**src/rtl/dma_seq_pkg.sv**
```systemverilog
package dma_seq_pkg;

  localparam logic [1:0] REG_MODE   = 2'd0;
  localparam logic [1:0] REG_STATUS = 2'd1;
  localparam logic [1:0] REG_CDAR   = 2'd2;
  localparam logic [1:0] REG_COUNT  = 2'd3;

  // status event bit positions
  localparam int EV_LIST = 0;
  localparam int EV_SEG  = 1;
  localparam int EV_PROG = 2;
  localparam int EV_XFER = 3;
  localparam int EV_NUM  = 4;

  // mode bit positions
  localparam int MD_START  = 0;
  localparam int MD_ABORT  = 1;
  localparam int MD_ERR_EN = 2;
  localparam int MD_EOL_EN = 3;

  localparam int DESC_ALIGN_BITS = 5;

  typedef enum logic [1:0] {SEL_DESC, SEL_SRC, SEL_DST} addr_sel_e;

  typedef struct packed {
    logic      cdarWr;
    logic      descLoad;
    logic [1:0] descIdx;
    logic      dataCapture;
    logic      beatStep;
    logic      linkStep;
    addr_sel_e addrSel;
  } dp_ctl_t;

  typedef struct packed {
    logic countZero;
    logic countOver;
    logic lastBeat;
    logic eol;
    logic nextBad;
  } dp_flag_t;

endpackage

```
**src/rtl/dma_seq_dpath.sv**
```systemverilog
module dma_seq_dpath
  import dma_seq_pkg::*;
#(
  parameter int CNT_W     = 16,
  parameter int MAX_BYTES = 64
) (
  input  logic              clk,
  input  logic              rstN,
  input  dp_ctl_t           ctl,
  input  logic [31:0]       regWrData,
  input  logic [31:0]       memRdData,
  output logic [31:0]       memAddr,
  output logic [31:0]       memWrData,
  output logic [31:0]       cdarOut,
  output logic [CNT_W-1:0]  countOut,
  output dp_flag_t          flags
);

  localparam logic [CNT_W-1:0] WORD_BYTES = CNT_W'(4);
  localparam logic [CNT_W-1:0] MAX_CNT    = CNT_W'(MAX_BYTES);

  logic [31:0]      cdarQ, srcQ, dstQ, nextQ, bufQ;
  logic [CNT_W-1:0] cntQ;
  logic [CNT_W-1:0] beatBytes;

  assign beatBytes = (cntQ >= WORD_BYTES) ? WORD_BYTES : cntQ;

  always_ff @(posedge clk) begin
    if (!rstN) begin
      cdarQ <= '0;
      srcQ  <= '0;
      dstQ  <= '0;
      nextQ <= '0;
      bufQ  <= '0;
      cntQ  <= '0;
    end else begin
      if (ctl.cdarWr)
        cdarQ <= {regWrData[31:DESC_ALIGN_BITS], {DESC_ALIGN_BITS{1'b0}}};
      else if (ctl.linkStep)
        cdarQ <= {nextQ[31:DESC_ALIGN_BITS], {DESC_ALIGN_BITS{1'b0}}};
      if (ctl.descLoad) begin
        unique case (ctl.descIdx)
          2'd0: srcQ  <= memRdData;
          2'd1: dstQ  <= memRdData;
          2'd2: nextQ <= memRdData;
          2'd3: cntQ  <= memRdData[CNT_W-1:0];
        endcase
      end
      if (ctl.dataCapture) bufQ <= memRdData;
      if (ctl.beatStep) begin
        srcQ <= srcQ + 32'd4;
        dstQ <= dstQ + 32'd4;
        cntQ <= cntQ - beatBytes;
      end
    end
  end

  always_comb begin
    unique case (ctl.addrSel)
      SEL_SRC: memAddr = srcQ;
      SEL_DST: memAddr = dstQ;
      default: memAddr = cdarQ + {28'd0, ctl.descIdx, 2'b00};
    endcase
  end

  assign memWrData       = bufQ;
  assign cdarOut         = cdarQ;
  assign countOut        = cntQ;
  assign flags.countZero = (cntQ == '0);
  assign flags.countOver = (cntQ > MAX_CNT);
  assign flags.lastBeat  = (cntQ <= WORD_BYTES);
  assign flags.eol       = nextQ[0];
  assign flags.nextBad   = |nextQ[DESC_ALIGN_BITS-1:1];

  // the sequencer never follows a misaligned link
  p_link_aligned_r9: assert property (@(posedge clk) disable iff (!rstN)
    ctl.linkStep |-> !flags.nextBad && !flags.eol);
  // no data beat is committed for an empty descriptor
  p_no_empty_beat_r7: assert property (@(posedge clk) disable iff (!rstN)
    ctl.beatStep |-> !flags.countZero);
  // copying only happens for a legal length
  p_len_legal_r8: assert property (@(posedge clk) disable iff (!rstN)
    ctl.dataCapture |-> !flags.countOver);

endmodule

```
**src/rtl/dma_seq_ctrl.sv**
```systemverilog
module dma_seq_ctrl
  import dma_seq_pkg::*;
(
  input  logic               clk,
  input  logic               rstN,
  input  logic               regWr,
  input  logic [1:0]         regAddr,
  input  logic [31:0]        regWrData,
  input  logic               memAck,
  input  logic               memErr,
  input  dp_flag_t           flags,
  output dp_ctl_t            ctl,
  output logic               memReq,
  output logic               memWe,
  output logic               startQ,
  output logic               errIrqEnQ,
  output logic               eolIrqEnQ,
  output logic [EV_NUM-1:0]  eventQ,
  output logic               busyQ,
  output logic               haltedQ,
  output logic               irq
);

  typedef enum logic [2:0] {ST_IDLE, ST_FETCH, ST_CHECK, ST_READ, ST_WRITE} state_e;

  state_e stateQ, stateD;
  logic [1:0] idxQ, idxD;
  logic haltPendQ;
  logic [EV_NUM-1:0] setEv;
  logic modeWr, statusWr, goStart, stopReq;
  logic finish, haltNow, doneNow;

  assign modeWr   = regWr && (regAddr == REG_MODE);
  assign statusWr = regWr && (regAddr == REG_STATUS);
  assign goStart  = modeWr && regWrData[MD_START] && !startQ && !busyQ;
  assign stopReq  = modeWr && busyQ && (regWrData[MD_ABORT] || !regWrData[MD_START]);

  always_comb begin
    stateD      = stateQ;
    idxD        = idxQ;
    ctl         = '0;
    ctl.descIdx = idxQ;
    ctl.addrSel = SEL_DESC;
    ctl.cdarWr  = regWr && (regAddr == REG_CDAR) && !busyQ;
    memReq      = 1'b0;
    memWe       = 1'b0;
    setEv       = '0;
    finish      = 1'b0;
    haltNow     = 1'b0;
    doneNow     = 1'b0;
    unique case (stateQ)
      ST_IDLE: begin
        if (goStart) begin
          stateD = ST_FETCH;
          idxD   = 2'd0;
        end
      end
      ST_FETCH: begin
        memReq = 1'b1;
        if (memAck) begin
          if (memErr) begin
            setEv[EV_XFER] = 1'b1;
            haltNow        = 1'b1;
          end else begin
            ctl.descLoad = 1'b1;
            if (haltPendQ)        haltNow = 1'b1;
            else if (idxQ == 2'd3) stateD = ST_CHECK;
            else                   idxD   = idxQ + 2'd1;
          end
        end
      end
      ST_CHECK: begin
        if (flags.countZero) begin
          setEv[EV_PROG] = 1'b1;
          finish         = 1'b1;
        end else if (flags.countOver) begin
          setEv[EV_PROG] = 1'b1;
          haltNow        = 1'b1;
        end else if (haltPendQ) begin
          haltNow = 1'b1;
        end else begin
          stateD = ST_READ;
        end
      end
      ST_READ: begin
        memReq      = 1'b1;
        ctl.addrSel = SEL_SRC;
        if (memAck) begin
          if (memErr) begin
            setEv[EV_XFER] = 1'b1;
            haltNow        = 1'b1;
          end else begin
            ctl.dataCapture = 1'b1;
            if (haltPendQ) haltNow = 1'b1;
            else           stateD  = ST_WRITE;
          end
        end
      end
      ST_WRITE: begin
        memReq      = 1'b1;
        memWe       = 1'b1;
        ctl.addrSel = SEL_DST;
        if (memAck) begin
          if (memErr) begin
            setEv[EV_XFER] = 1'b1;
            haltNow        = 1'b1;
          end else begin
            ctl.beatStep = 1'b1;
            if (flags.lastBeat) finish  = 1'b1;
            else if (haltPendQ) haltNow = 1'b1;
            else                stateD  = ST_READ;
          end
        end
      end
      default: stateD = ST_IDLE;
    endcase
    if (finish) begin
      setEv[EV_SEG] = 1'b1;
      if (flags.eol) begin
        setEv[EV_LIST] = 1'b1;
        doneNow        = 1'b1;
      end else if (flags.nextBad) begin
        setEv[EV_PROG] = 1'b1;
        haltNow        = 1'b1;
      end else if (haltPendQ) begin
        haltNow = 1'b1;
      end else begin
        ctl.linkStep = 1'b1;
        stateD       = ST_FETCH;
        idxD         = 2'd0;
      end
    end
    if (haltNow || doneNow) stateD = ST_IDLE;
  end

  always_ff @(posedge clk) begin
    if (!rstN) begin
      stateQ    <= ST_IDLE;
      idxQ      <= '0;
      haltPendQ <= 1'b0;
      busyQ     <= 1'b0;
      haltedQ   <= 1'b0;
      startQ    <= 1'b0;
      errIrqEnQ <= 1'b0;
      eolIrqEnQ <= 1'b0;
    end else begin
      stateQ    <= stateD;
      idxQ      <= idxD;
      haltPendQ <= (haltPendQ || stopReq) && !(haltNow || doneNow);
      if (goStart)                busyQ <= 1'b1;
      else if (haltNow || doneNow) busyQ <= 1'b0;
      if (goStart)      haltedQ <= 1'b0;
      else if (haltNow) haltedQ <= 1'b1;
      if (modeWr) begin
        startQ    <= regWrData[MD_START];
        errIrqEnQ <= regWrData[MD_ERR_EN];
        eolIrqEnQ <= regWrData[MD_EOL_EN];
      end
    end
  end

  for (genvar i = 0; i < EV_NUM; i++) begin : g_evbit
    always_ff @(posedge clk) begin
      if (!rstN) eventQ[i] <= 1'b0;
      else       eventQ[i] <= setEv[i] || (eventQ[i] && !(statusWr && regWrData[i]));
    end
  end

  assign irq = (eolIrqEnQ && eventQ[EV_LIST]) ||
               (errIrqEnQ && (eventQ[EV_PROG] || eventQ[EV_XFER]));

  // cycles spent waiting for a requested halt
  logic [6:0] haltWaitQ;
  always_ff @(posedge clk) begin
    if (!rstN)                    haltWaitQ <= '0;
    else if (haltPendQ && busyQ)  haltWaitQ <= haltWaitQ + 7'd1;
    else                          haltWaitQ <= '0;
  end

  // a request is held until acknowledged
  p_req_hold_r2: assert property (@(posedge clk) disable iff (!rstN)
    memReq && !memAck |=> memReq && $stable(memWe));
  // memory is touched only while busy
  p_req_busy_r3: assert property (@(posedge clk) disable iff (!rstN)
    memReq |-> busyQ && !haltedQ);
  // normal completion leaves start set
  p_start_kept_r5: assert property (@(posedge clk) disable iff (!rstN)
    $fell(busyQ) && !haltedQ && !$past(modeWr) |-> startQ);
  // a halt request is honoured within a bounded window (acknowledged memory)
  p_halt_bounded_r10: assert property (@(posedge clk) disable iff (!rstN)
    haltWaitQ < 7'd64);
  // an errored acknowledge halts the channel
  p_err_halts_r11: assert property (@(posedge clk) disable iff (!rstN)
    memReq && memAck && memErr |=> !busyQ && haltedQ && eventQ[EV_XFER]);

endmodule

```
**src/rtl/dma_seq_chan.sv**
```systemverilog
module dma_seq_chan
  import dma_seq_pkg::*;
#(
  parameter int CNT_W     = 16,
  parameter int MAX_BYTES = 64
) (
  input  logic        clk,
  input  logic        rstN,
  input  logic        regWr,
  input  logic [1:0]  regAddr,
  input  logic [31:0] regWrData,
  output logic [31:0] regRdData,
  output logic        memReq,
  output logic        memWe,
  output logic [31:0] memAddr,
  output logic [31:0] memWrData,
  input  logic        memAck,
  input  logic        memErr,
  input  logic [31:0] memRdData,
  output logic        irq
);

  dp_ctl_t           ctl;
  dp_flag_t          flags;
  logic [31:0]       cdar;
  logic [CNT_W-1:0]  count;
  logic              startQ, errIrqEnQ, eolIrqEnQ, busyQ, haltedQ;
  logic [EV_NUM-1:0] eventQ;

  dma_seq_ctrl u_ctrl (
    .clk, .rstN, .regWr, .regAddr, .regWrData, .memAck, .memErr,
    .flags, .ctl, .memReq, .memWe, .startQ, .errIrqEnQ, .eolIrqEnQ,
    .eventQ, .busyQ, .haltedQ, .irq
  );

  dma_seq_dpath #(.CNT_W(CNT_W), .MAX_BYTES(MAX_BYTES)) u_dpath (
    .clk, .rstN, .ctl, .regWrData, .memRdData, .memAddr, .memWrData,
    .cdarOut(cdar), .countOut(count), .flags
  );

  always_comb begin
    unique case (regAddr)
      REG_MODE:   regRdData = {28'd0, eolIrqEnQ, errIrqEnQ, 1'b0, startQ};
      REG_STATUS: regRdData = {26'd0, haltedQ, busyQ, eventQ};
      REG_CDAR:   regRdData = cdar;
      default:    regRdData = 32'(count);
    endcase
  end

endmodule

```
**config.mk**
```make
export PLATFORM = sky130hd
export DESIGN_NAME = dma_seq_chan
export DESIGN_NICKNAME = d
export VERILOG_FILES = /design/src/rtl/dma_seq_pkg.sv /design/src/rtl/dma_seq_dpath.sv /design/src/rtl/dma_seq_ctrl.sv /design/src/rtl/dma_seq_chan.sv
export SDC_FILE = /design/constraint.sdc
export NUM_CORES = 1
export LEC_CHECK = 0
export BUFFER_PORTS_ARGS = -buffer_cell sky130_fd_sc_hd__buf_2
export CAP_MARGIN = 20
export CORE_MARGIN = 8
export CORE_UTILIZATION = 30
export CTS_BUF_LIST = sky130_fd_sc_hd__clkbuf_16
export CTS_CLUSTER_DIAMETER = 30
export DETAILED_ROUTE_END_ITERATION = 6
export PLACE_DENSITY_LB_ADDON = 0.08
export SYNTH_ARGS = -nofsm -noshare
export SYNTH_HDL_FRONTEND = slang
export SYNTH_SLANG_ARGS = --single-unit
```
**constraint.sdc**
```tcl
create_clock -name clk -period 3.4 [get_ports clk]
set_input_delay 0.51 -clock clk [delete_from_list [all_inputs] [get_ports clk]]
set_output_delay 0.51 -clock clk [all_outputs]
set_load 0.1 [all_outputs]
```
Yosys cells after proc, flatten, opt, wreduce, memory -nomap -nowiden
Cells that the tools add are included. Widths: inputs -> output; s select.

Memories: 0. Word-level logic and storage cells: 180. Bits of input ports: 71. Memory bits (read-only): 0. Bits in writable memories: 0. Output and inout port bits: 99. Register bits: 186. Latch bits: 0.

Add/sub/neg operators: 5. Equal/unequal tests: 11. $lt $le $gt $ge: 3. Bitwise operators: 1. Multipliers: 0. Reductions and logical operators: 56. Mux-type cells: 86. Div/mod/pow operators: 0. Shifts and indexed selects: 0.

Operator list (number): $mux 32 (8); $pmux 32 s3 (1); $add 32x3->32 const B (2); $mux 16 (4); $pmux 32 s2 (1); $mux 3 (19); $mux 1 (39); $add 32x4->32 (1); $logic_and 1x1->1 (20); $mux 2 (9); $ge 16x3->1 const B (1); $gt 16x7->1 const B (1); $le 16x3->1 const B (1); $logic_not 16->1 (1); $sub 16x16->16 (1); $pmux 3 s5 (1); $reduce_bool 2->1 (6); $logic_or 1x1->1 (9); $eq 2x2->1 const B (4); $logic_not 1->1 (8); $pmux 2 s2 (2); $reduce_and 2->1 (4); $eq 2x1->1 const B (3); $eq 3x2->1 const B (2); 11 further kinds (14).

Logic depth before layout (Yosys ltp)
Gate-level depths: netlist of the first run.

Depth after elaboration: 12. Gate-level depth with buffers: 11. Depth with buffers taken out: 10.

Modules after synthesis
From an unflattened synthesis of the first run, not the netlist that was laid out.

Cell total of the unflattened synthesis: 1275. Area, all modules: 10052.1 µm².

By module, submodules not included: dma_seq_dpath (area each 8690.8 µm², seq. area each 3423.3 µm², instances 1, cells an instance 1109); dma_seq_ctrl (area each 908.4 µm², seq. area each 300.3 µm², instances 1, cells an instance 114); dma_seq_chan (area each 452.9 µm², seq. area each 0.0 µm², instances 1, cells an instance 52).

Least setup slack after synthesis of the first run
No wires, ideal clock.

Kind: flip-flop to output port. From: register u_ctrl.stateQ[2]. To: output port memAddr[22]. Stages on the path, launching flop included: 9. Arrival: 3.137 ns. Slack: -0.247 ns. Required time: 2.890 ns. Path buffers: 4. Cells stage by stage: dfxtp_1 > buf_4 > or3b_1 > buf_6 > clkinv_2 > buf_2 > clkbuf_1 > a22oi_1 > nand2_1.

Word-level cells in the longest chain between the ends: 4. Elaborated cells on any way between the ends: 6. Those cells by class: 4 x eq/ne; 2 x mux.

Ends and longest elaborated chain: from (decl) (line dma_seq_ctrl.sv:26) `state_e stateQ, stateD;`; from (signal assigned) (line dma_seq_ctrl.sv:147) `stateQ <= stateD;`; $eq 3x3->1 or $eq 3x2->1 (tied branches) (line dma_seq_ctrl.sv:51) `unique case (stateQ)`; $pmux 2 s2 (*) (line dma_seq_ctrl.sv:51); $eq 2x2->1 or $eq 2x1->1 (tied branches) (line dma_seq_dpath.sv:59) `unique case (ctl.addrSel)`; $pmux 32 s2 (*) (line dma_seq_dpath.sv:59); to (decl) (line dma_seq_chan.sv:15) `output logic [31:0] memAddr,`.

Mark *: on every way between the ends. The rest lies on a longest branch, timed or not.

Worst setup path in the final report of the first run
From: register u_ctrl.stateQ[2]. To: output port memAddr[9].

The elaborated chain is that of the path after synthesis.

==> reports/qor.csv, run 1 <==
stage,metric,value,unit
status,status,"finished, final reports clean",
drt,detail_route.wl_per_cell,21.9,um
pwr,power.internal,3.47,mW
pwr,netSwitchingPower,1.42,mW
critical_path,reg2reg_depth,11,
timing,worst_slew_pin_slew,0.951,ns
floorplan,start_util,30.3,%
clock_network,cts-root-buf,clkbuf_16,
final_layout,layout.nets,1512,
pwr,ir_worst_vdd,349,uV
drt,first_iter_violations,613,
clock_network,clk_pin_slew,0.07,ns
yosys,syn_area_per_cell,7.49,um^2
timing,slew_headroom,36.6,%
timing,post-route-min-period,3.11,ns
drt,ant_nets,0,
placed_design,place_hpwl,30100,um
yosys,yosysTopAreaCell,dfxtp_1,
yosys,synthArstFlopShare,0,%
critical_path,rrSetupSlack,0.57,ns
yosys,synth_enable_flop_cells,0,
yosys,yosys_warnings,0,
yosys,ys_seq_area_share,37.9,%
pwr,p_seq_share,45.6,%
critical_path,worstPathMaxFanout,19,
drt,vias_per_cell,5.46,
clock_network,ctsHoldBuffers,0,
global_route,grt_overflow_total,0,
final_layout,layout-drive-gt1-share,18.6,%
pwr,swShare,29.1,%
critical_path,max_stage_delay,0.50,ns
yosys,ys_ff_latch,186,
final_layout,fin_util,37.7,%
critical_path,crit_path_top_delay_cell,dfxtp_1,
pwr,p_clk_share,43.7,%
critical_path,required,2.89,ns
floorplan,io_pins,170,
clock_network,cts_buffers,17,
flow_run,maxCapViolCount,0,
yosys,synth_ff_type,dfxtp_1,
final_layout,fin_area,12200,um^2
floorplan,die_area,38800,um^2
placed_design,place_congestion,0.848,
critical_path,path_depth,6,
critical_path,startpoint_type,register,
critical_path,cp-startpoint,u_ctrl.stateQ[2],
clock_network,htree_num_levels,4,
critical_path,worstPathArrival,2.60,ns
clock_network,insertion_delay,0.45,ns
pwr,leakagePower,4.53,nW
yosys,synth_top_area_share,37.9,%
worst_hold_path,holdCritPathClass,in2reg,
floorplan,die_w,197,um
clock_network,cts_setup_buffers,0,
drt,wl,41400,um
critical_path,crit_path_cell_trace,"or3b_1, clkinv_2, nor2_2, buf_4, a221o_1, buf_12",
floorplan,design.core.area,32400,um^2
yosys,yosysUniqueCellTypes,74,
yosys,synth_cells,1312,
critical_path,path_class,reg2out,
drt,drc,0,
critical_path,cp-end-kind,output pin,
timing,clock_skew,0.0150,ns
final_layout,areaGrowthSynthToFinish,24.3,%
global_route,antenna_found_initial,2,
final_layout,fillers,3542,
critical_path,r2r_start,u_dpath.countOut[4],
yosys,syn_nets,1386,
pwr,p_comb_share,10.7,%
timing,rsz0062_at_grt,no,
timing,holdWs,0.314,ns
yosys,synth_area,9820,um^2
global_route,grt_max_degree,65,
clock_network,cts_resized,0,
global_route,grt_pass1_vias,10072,
floorplan,row_count,66,
clock_network,cts_tree,done,
drt,vias,10350,
timing,setup-tns-final,0,ns
clock_network,cts_buffer_depth,2,
global_route,grt_pass1_wl,62500,um
timing,finalSetupViolations,0,
clock_network,cts.sinks,186,
yosys,synth.area.top_cells,"dfxtp_1, nand2_1, a21oi_1",
timing,slew_viol_final,0,
critical_path,path_buf_inv,3,
placed_design,placed_cell_area,11600,um^2
critical_path,r2r-end,u_dpath.countOut[6],
timing,fin_crit_sh,91.4,%
floorplan,die_h,197,um
pwr,power_density,401,nW/um^2
timing,fmax,322,MHz
critical_path,crit_family,buffers and inverters,
placed_design,portBuffers,168,
critical_path,crit_end,memAddr[9],
drt,dr.pass1.iters,5,
timing,hold_violations,0,
global_route,track_usage,21.0,%
==> synth_stat cells (all sizes together) (3+ instances only) <==
cell type,count
a211oi,7
a21oi,117
a221o,3
a22o,7
a22oi,36
a2bb2oi,5
a311oi,7
a31oi,61
a32oi,9
and2,21
and3,18
and4,6
buf,22
clkbuf,79
dfxtp,186
ha,3
inv,12
mux2,12
mux2i,18
nand2,337
nand2b,4
nand3,40
nand4,33
nor2,61
nor2b,17
nor3,18
nor3b,5
nor4,15
o211ai,13
o21a,7
o21ai,68
o22ai,4
o311ai,6
or3,13
or4,10
xor2,6
==> state kept, by name, indices dropped and copies added (netlist names), 2 cells and up <==
signal / cells
u_dpath.nextQ: 32
u_ctrl.idxQ: 2
u_dpath.memWrData: 32
u_ctrl.stateQ: 3
u_ctrl.eventQ: 4
u_dpath.srcQ: 32
u_dpath.cdarOut: 27
u_dpath.dstQ: 32
u_dpath.countOut: 16
==> area by class of cell <==
class                           count  area, um^2  share of cell area (%)
Multi-Input combinational cell   1012        5640                    46.2
Sequential cell                   186        3720                    30.5
Timing Repair Buffer              208        1620                    13.3
Tap cell                          442         553                    4.53
Clock buffer                       17         425                    3.49
Clock inverter                     15         189                    1.55
Inverter                           13        52.6                   0.431
Antenna cell                        2        5.00                  0.0410
==> per-layer routing <==
layer  wire length (um)  GRT usage [%]  up-vias
li1                   -              -     4969
met1              17900           26.1     5025
met2              19500           34.2      289
met3               2470           5.00       67
met4               1560           9.11        0
met5                  0              0        -
==> layout by cell type (no fill, tap or decap), types with 21 or more instances in the layout <==
| cell | instances |
|---|---|
| nand2_1 | 337 |
| dfxtp_1 | 186 |
| buf_2 | 139 |
| a21oi_1 | 117 |
| o21ai_0 | 63 |
| a31oi_1 | 61 |
| nor2_1 | 59 |
| nand3_1 | 37 |
| buf_4 | 37 |
| a22oi_1 | 36 |
| nand4_1 | 32 |
| buf_12 | 31 |
| and2_1 | 21 |
==> worst reg2reg max path: stages, from the launching register on <==
cell and delay [ns]:
dfxtp_1 0.42, or4_1 0.66, nor3_1 0.21, buf_4 0.16, nand2_1 0.05, nand2_1 0.07, ha_1 0.23, o21a_1 0.18
nor2_1 0.07, and2_1 0.18, a311o_1 0.35, o2111a_1 0.14
==> worst min-delay path by stage <==
stage,to,startpoint,depth (start not counted)
after floorplan,u_dpath.nextQ[4],u_dpath.nextQ[4],2
after global placement,u_dpath.memWrData[7],u_dpath.memWrData[7],2
after detailed placement,u_dpath.memWrData[13],u_dpath.memWrData[13],2
after CTS,u_ctrl.errIrqEnQ,regWrData[2],3
after global routing,u_ctrl.errIrqEnQ,regWrData[2],3
final,u_ctrl.errIrqEnQ,regWrData[2],3
==> cell families (layout without fill, tap and decap cells) <==
kind of cell / Yosys count / count (layout) / share of synthesized area [%]
buffers and inverters: 114 / 253 / 4.84
other: 1 / 3 / 0.0382
AOI/OAI and AO/OA: 362 / 362 / 23.1
adders and majority gates: 3 / 3 / 0.382
and+or+nand+nor: 610 / 610 / 30.0
muxes: 30 / 30 / 3.21
DFF: 186 / 186 / 37.9
xor gates and xnor gates: 6 / 6 / 0.535
==> stage by stage <==
stage / total power, mW / setup slack [ns] / cells
2_1_floorplan: 2.56 / 0.185 / 1312
3_3_place_gp: 2.81 / 0.607 / 1860
3_5_place_dp: 2.81 / 0.595 / 1860
4_1_cts: 4.95 / 0.276 / 1892
5_1_grt: 5.05 / 0.213 / 1893
6_report: 4.89 / 0.292 / 1895
==> power groups by stage <==
| stage | clock, mW | sequential, mW | combinational [mW] |
|---|---|---|---|
| finish | 2.14 | 2.23 | 0.522 |
| CTS | 2.19 | 2.23 | 0.528 |
| global placement | 0 | 2.28 | 0.526 |
| global route | 2.27 | 2.23 | 0.549 |
| detailed placement | 0 | 2.28 | 0.526 |
| floorplan | 0 | 2.26 | 0.297 |
No activity file was read; power rests on OpenSTA's default activity.
==> run 2, diff against run 1 <==
--- a/config.mk
+++ b/config.mk
@@ -10,8 +10,9 @@
 export CORE_MARGIN = 8
 export CORE_UTILIZATION = 30
 export CTS_BUF_LIST = sky130_fd_sc_hd__clkbuf_16
-export CTS_CLUSTER_DIAMETER = 30
+export CTS_CLUSTER_DIAMETER = 80
 export DETAILED_ROUTE_END_ITERATION = 6
+export MAX_ROUTING_LAYER = met4
 export PLACE_DENSITY_LB_ADDON = 0.08
 export SYNTH_ARGS = -nofsm -noshare
 export SYNTH_HDL_FRONTEND = slang
==> reports/qor.csv, run 2 (synthesized netlist as in run 1, its figures left out) <==
stage,metric,value,unit,change
clock_network,cts_setup_buffers,0,,unchanged
global_route,grt_max_degree,65,,unchanged
timing,setup-tns-final,0,ns,unchanged
clock_network,ctsHoldBuffers,0,,unchanged
clock_network,clk_pin_slew,0.07,ns,about the same
final_layout,layout-drive-gt1-share,18.6,%,unchanged
final_layout,layout.nets,1512,,unchanged
drt,detail_route.wl_per_cell,21.8,um,-0.38%
clock_network,cts.sinks,186,,unchanged
clock_network,cts_buffer_depth,2,,unchanged
timing,slew_headroom,36.7,%,+0.12 points
global_route,antenna_found_initial,2,,unchanged
clock_network,htree_num_levels,4,,unchanged
timing,hold_violations,0,,unchanged
timing,slew_viol_final,0,,unchanged
timing,clock_skew,0.0137,ns,-0.00128 ns
floorplan,row_count,66,,unchanged
final_layout,fin_util,37.7,%,unchanged
placed_design,placed_cell_area,11600,um^2,unchanged
timing,fmax,321,MHz,-0.10%
final_layout,mostFrequentLayoutCells,"nand2_1, dfxtp_1, buf_2",,
clock_network,insertion_delay,0.45,ns,about the same
critical_path,r2r_start,u_dpath.countOut[4],,
critical_path,startpoint_type,register,,
clock_network,cts_resized,0,,unchanged
drt,first_iter_violations,643,,+4.9%
drt,vias,10343,,-0.068%
status,status,"finished, final reports clean",,
final_layout,final_common_cell,nand2_1,,
critical_path,worstPathMaxFanout,19,,unchanged
placed_design,place_congestion,0.860,,+1.4%
clock_network,cts_buffers,17,,unchanged
drt,wl,41300,um,-0.38%
critical_path,crit_path_cell_trace,"or3b_1, clkinv_2, nor2_2, buf_4, a221o_1, buf_12",,
floorplan,start_util,30.3,%,unchanged
critical_path,worstPathArrival,2.60,ns,about the same
drt,ant_nets,0,,unchanged
critical_path,path_class,reg2out,,
final_layout,fin_area,12200,um^2,unchanged
floorplan,die_area,38800,um^2,unchanged
timing,finalSetupViolations,0,,unchanged
drt,drc,0,,unchanged
floorplan,die_w,197,um,unchanged
timing,post-route-min-period,3.11,ns,+0.00319 ns
critical_path,required,2.89,ns,about the same
drt,dr.pass1.iters,5,,unchanged
critical_path,max_stage_delay,0.51,ns,about the same
worst_hold_path,hp-start,regWrData[2],,
global_route,grt_overflow_total,0,,unchanged
timing,rsz0062_at_grt,no,,
pwr,power_density,400,nW/um^2,-0.13%
global_route,track_usage,21.5,%,+0.57 points
floorplan,design.core.area,32400,um^2,unchanged
clock_network,cts_tree,done,,
timing,worst_slew_pin_slew,0.949,ns,-0.00181 ns
worst_hold_path,holdCritPathClass,in2reg,,
floorplan,die_h,197,um,unchanged
pwr,leakagePower,4.53,nW,unchanged
global_route,grt_pass1_vias,10123,,+0.51%
clock_network,cts-root-buf,clkbuf_16,,
critical_path,crit_path_top_delay_cell,dfxtp_1,,
floorplan,io_pins,170,,unchanged
timing,fin_crit_sh,91.5,%,+0.094 points
critical_path,cp-startpoint,u_ctrl.stateQ[2],,
pwr,ir_worst_vdd,347,uV,-0.68%
final_layout,areaGrowthSynthToFinish,24.3,%,unchanged
final_layout,fillers,3542,,unchanged
flow_run,maxCapViolCount,0,,unchanged
placed_design,portBuffers,168,,unchanged
critical_path,crit_family,buffers and inverters,,
critical_path,path_buf_inv,3,,unchanged
global_route,grt_pass1_wl,62400,um,-0.18%
placed_design,place_hpwl,30100,um,unchanged
drt,vias_per_cell,5.46,,about the same
critical_path,cp-end-kind,output pin,,
run 2: cell counts in the layout (fill, tap and decap cells not counted):
Identical to the previous run, type by type.
run 2: cell type report:
type	instances	area, um^2	area share [%]
clock inverters	15	189	1.55
clock buffers	17	425	3.49
inverters	13	52.6	0.431
repair buffers	208	1620	13.3
well taps	442	553	4.53
multi-input cells	1012	5640	46.2
diodes	2	5.00	0.0410
flip-flops and latches	186	3720	30.5
run 2: power by group:
| group | leakage [nW] | switching, mW | total [mW] | internal [mW] |
|---|---|---|---|---|
| clock network | 0.293 | 1.02 | 2.13 | 1.12 |
| registers | 1.50 | 0.0305 | 2.23 | 2.20 |
| logic | 2.73 | 0.371 | 0.521 | 0.150 |
| total | 4.53 | 1.42 | 4.88 | 3.47 |
run 2: worst register-to-register path: stages (launching register included):
cell and delay (ns):
dfxtp_1 0.42, or4_1 0.66, nor3_1 0.21, buf_4 0.16
nand2_1 0.05, nand2_1 0.07, ha_1 0.23, o21a_1 0.18
nor2_1 0.07, and2_1 0.18, a311o_1 0.35, o2111a_1 0.14
run 2: final timing paths:
kind,depth (start not counted),slack [ns],end
hold reg to reg,2,0.45,u_dpath.memWrData[3]
setup reg to reg,11,0.57,u_dpath.countOut[6]
setup / recovery,6,0.29,memAddr[9]
hold / removal,3,0.32,u_ctrl.errIrqEnQ
run 2: per-layer routing:
layer	routed length, um	part of all wire (%)	GRT usage (%)	up-vias
met5	0	0	-	-
met3	2170	5.3	4.76	66
met1	18200	44	26.1	5012
met4	1540	3.7	9.11	0
li1	-	-	-	4970
met2	19400	47	34.3	295
run 2: stage by stage:
| step | cells | power (mW) | hold WS (ns) | setup slack, ns |
|---|---|---|---|---|
| 2_1_floorplan | 1312 | 2.56 | 0.431 | 0.185 |
| 4_1_cts | 1892 | 4.95 | 0.293 | 0.276 |
| 5_1_grt | 1894 | 5.05 | 0.329 | 0.213 |
| 3_3_place_gp | 1860 | 2.81 | 0.440 | 0.607 |
| 6_report | 1895 | 4.88 | 0.315 | 0.289 |
| 3_5_place_dp | 1860 | 2.81 | 0.445 | 0.595 |
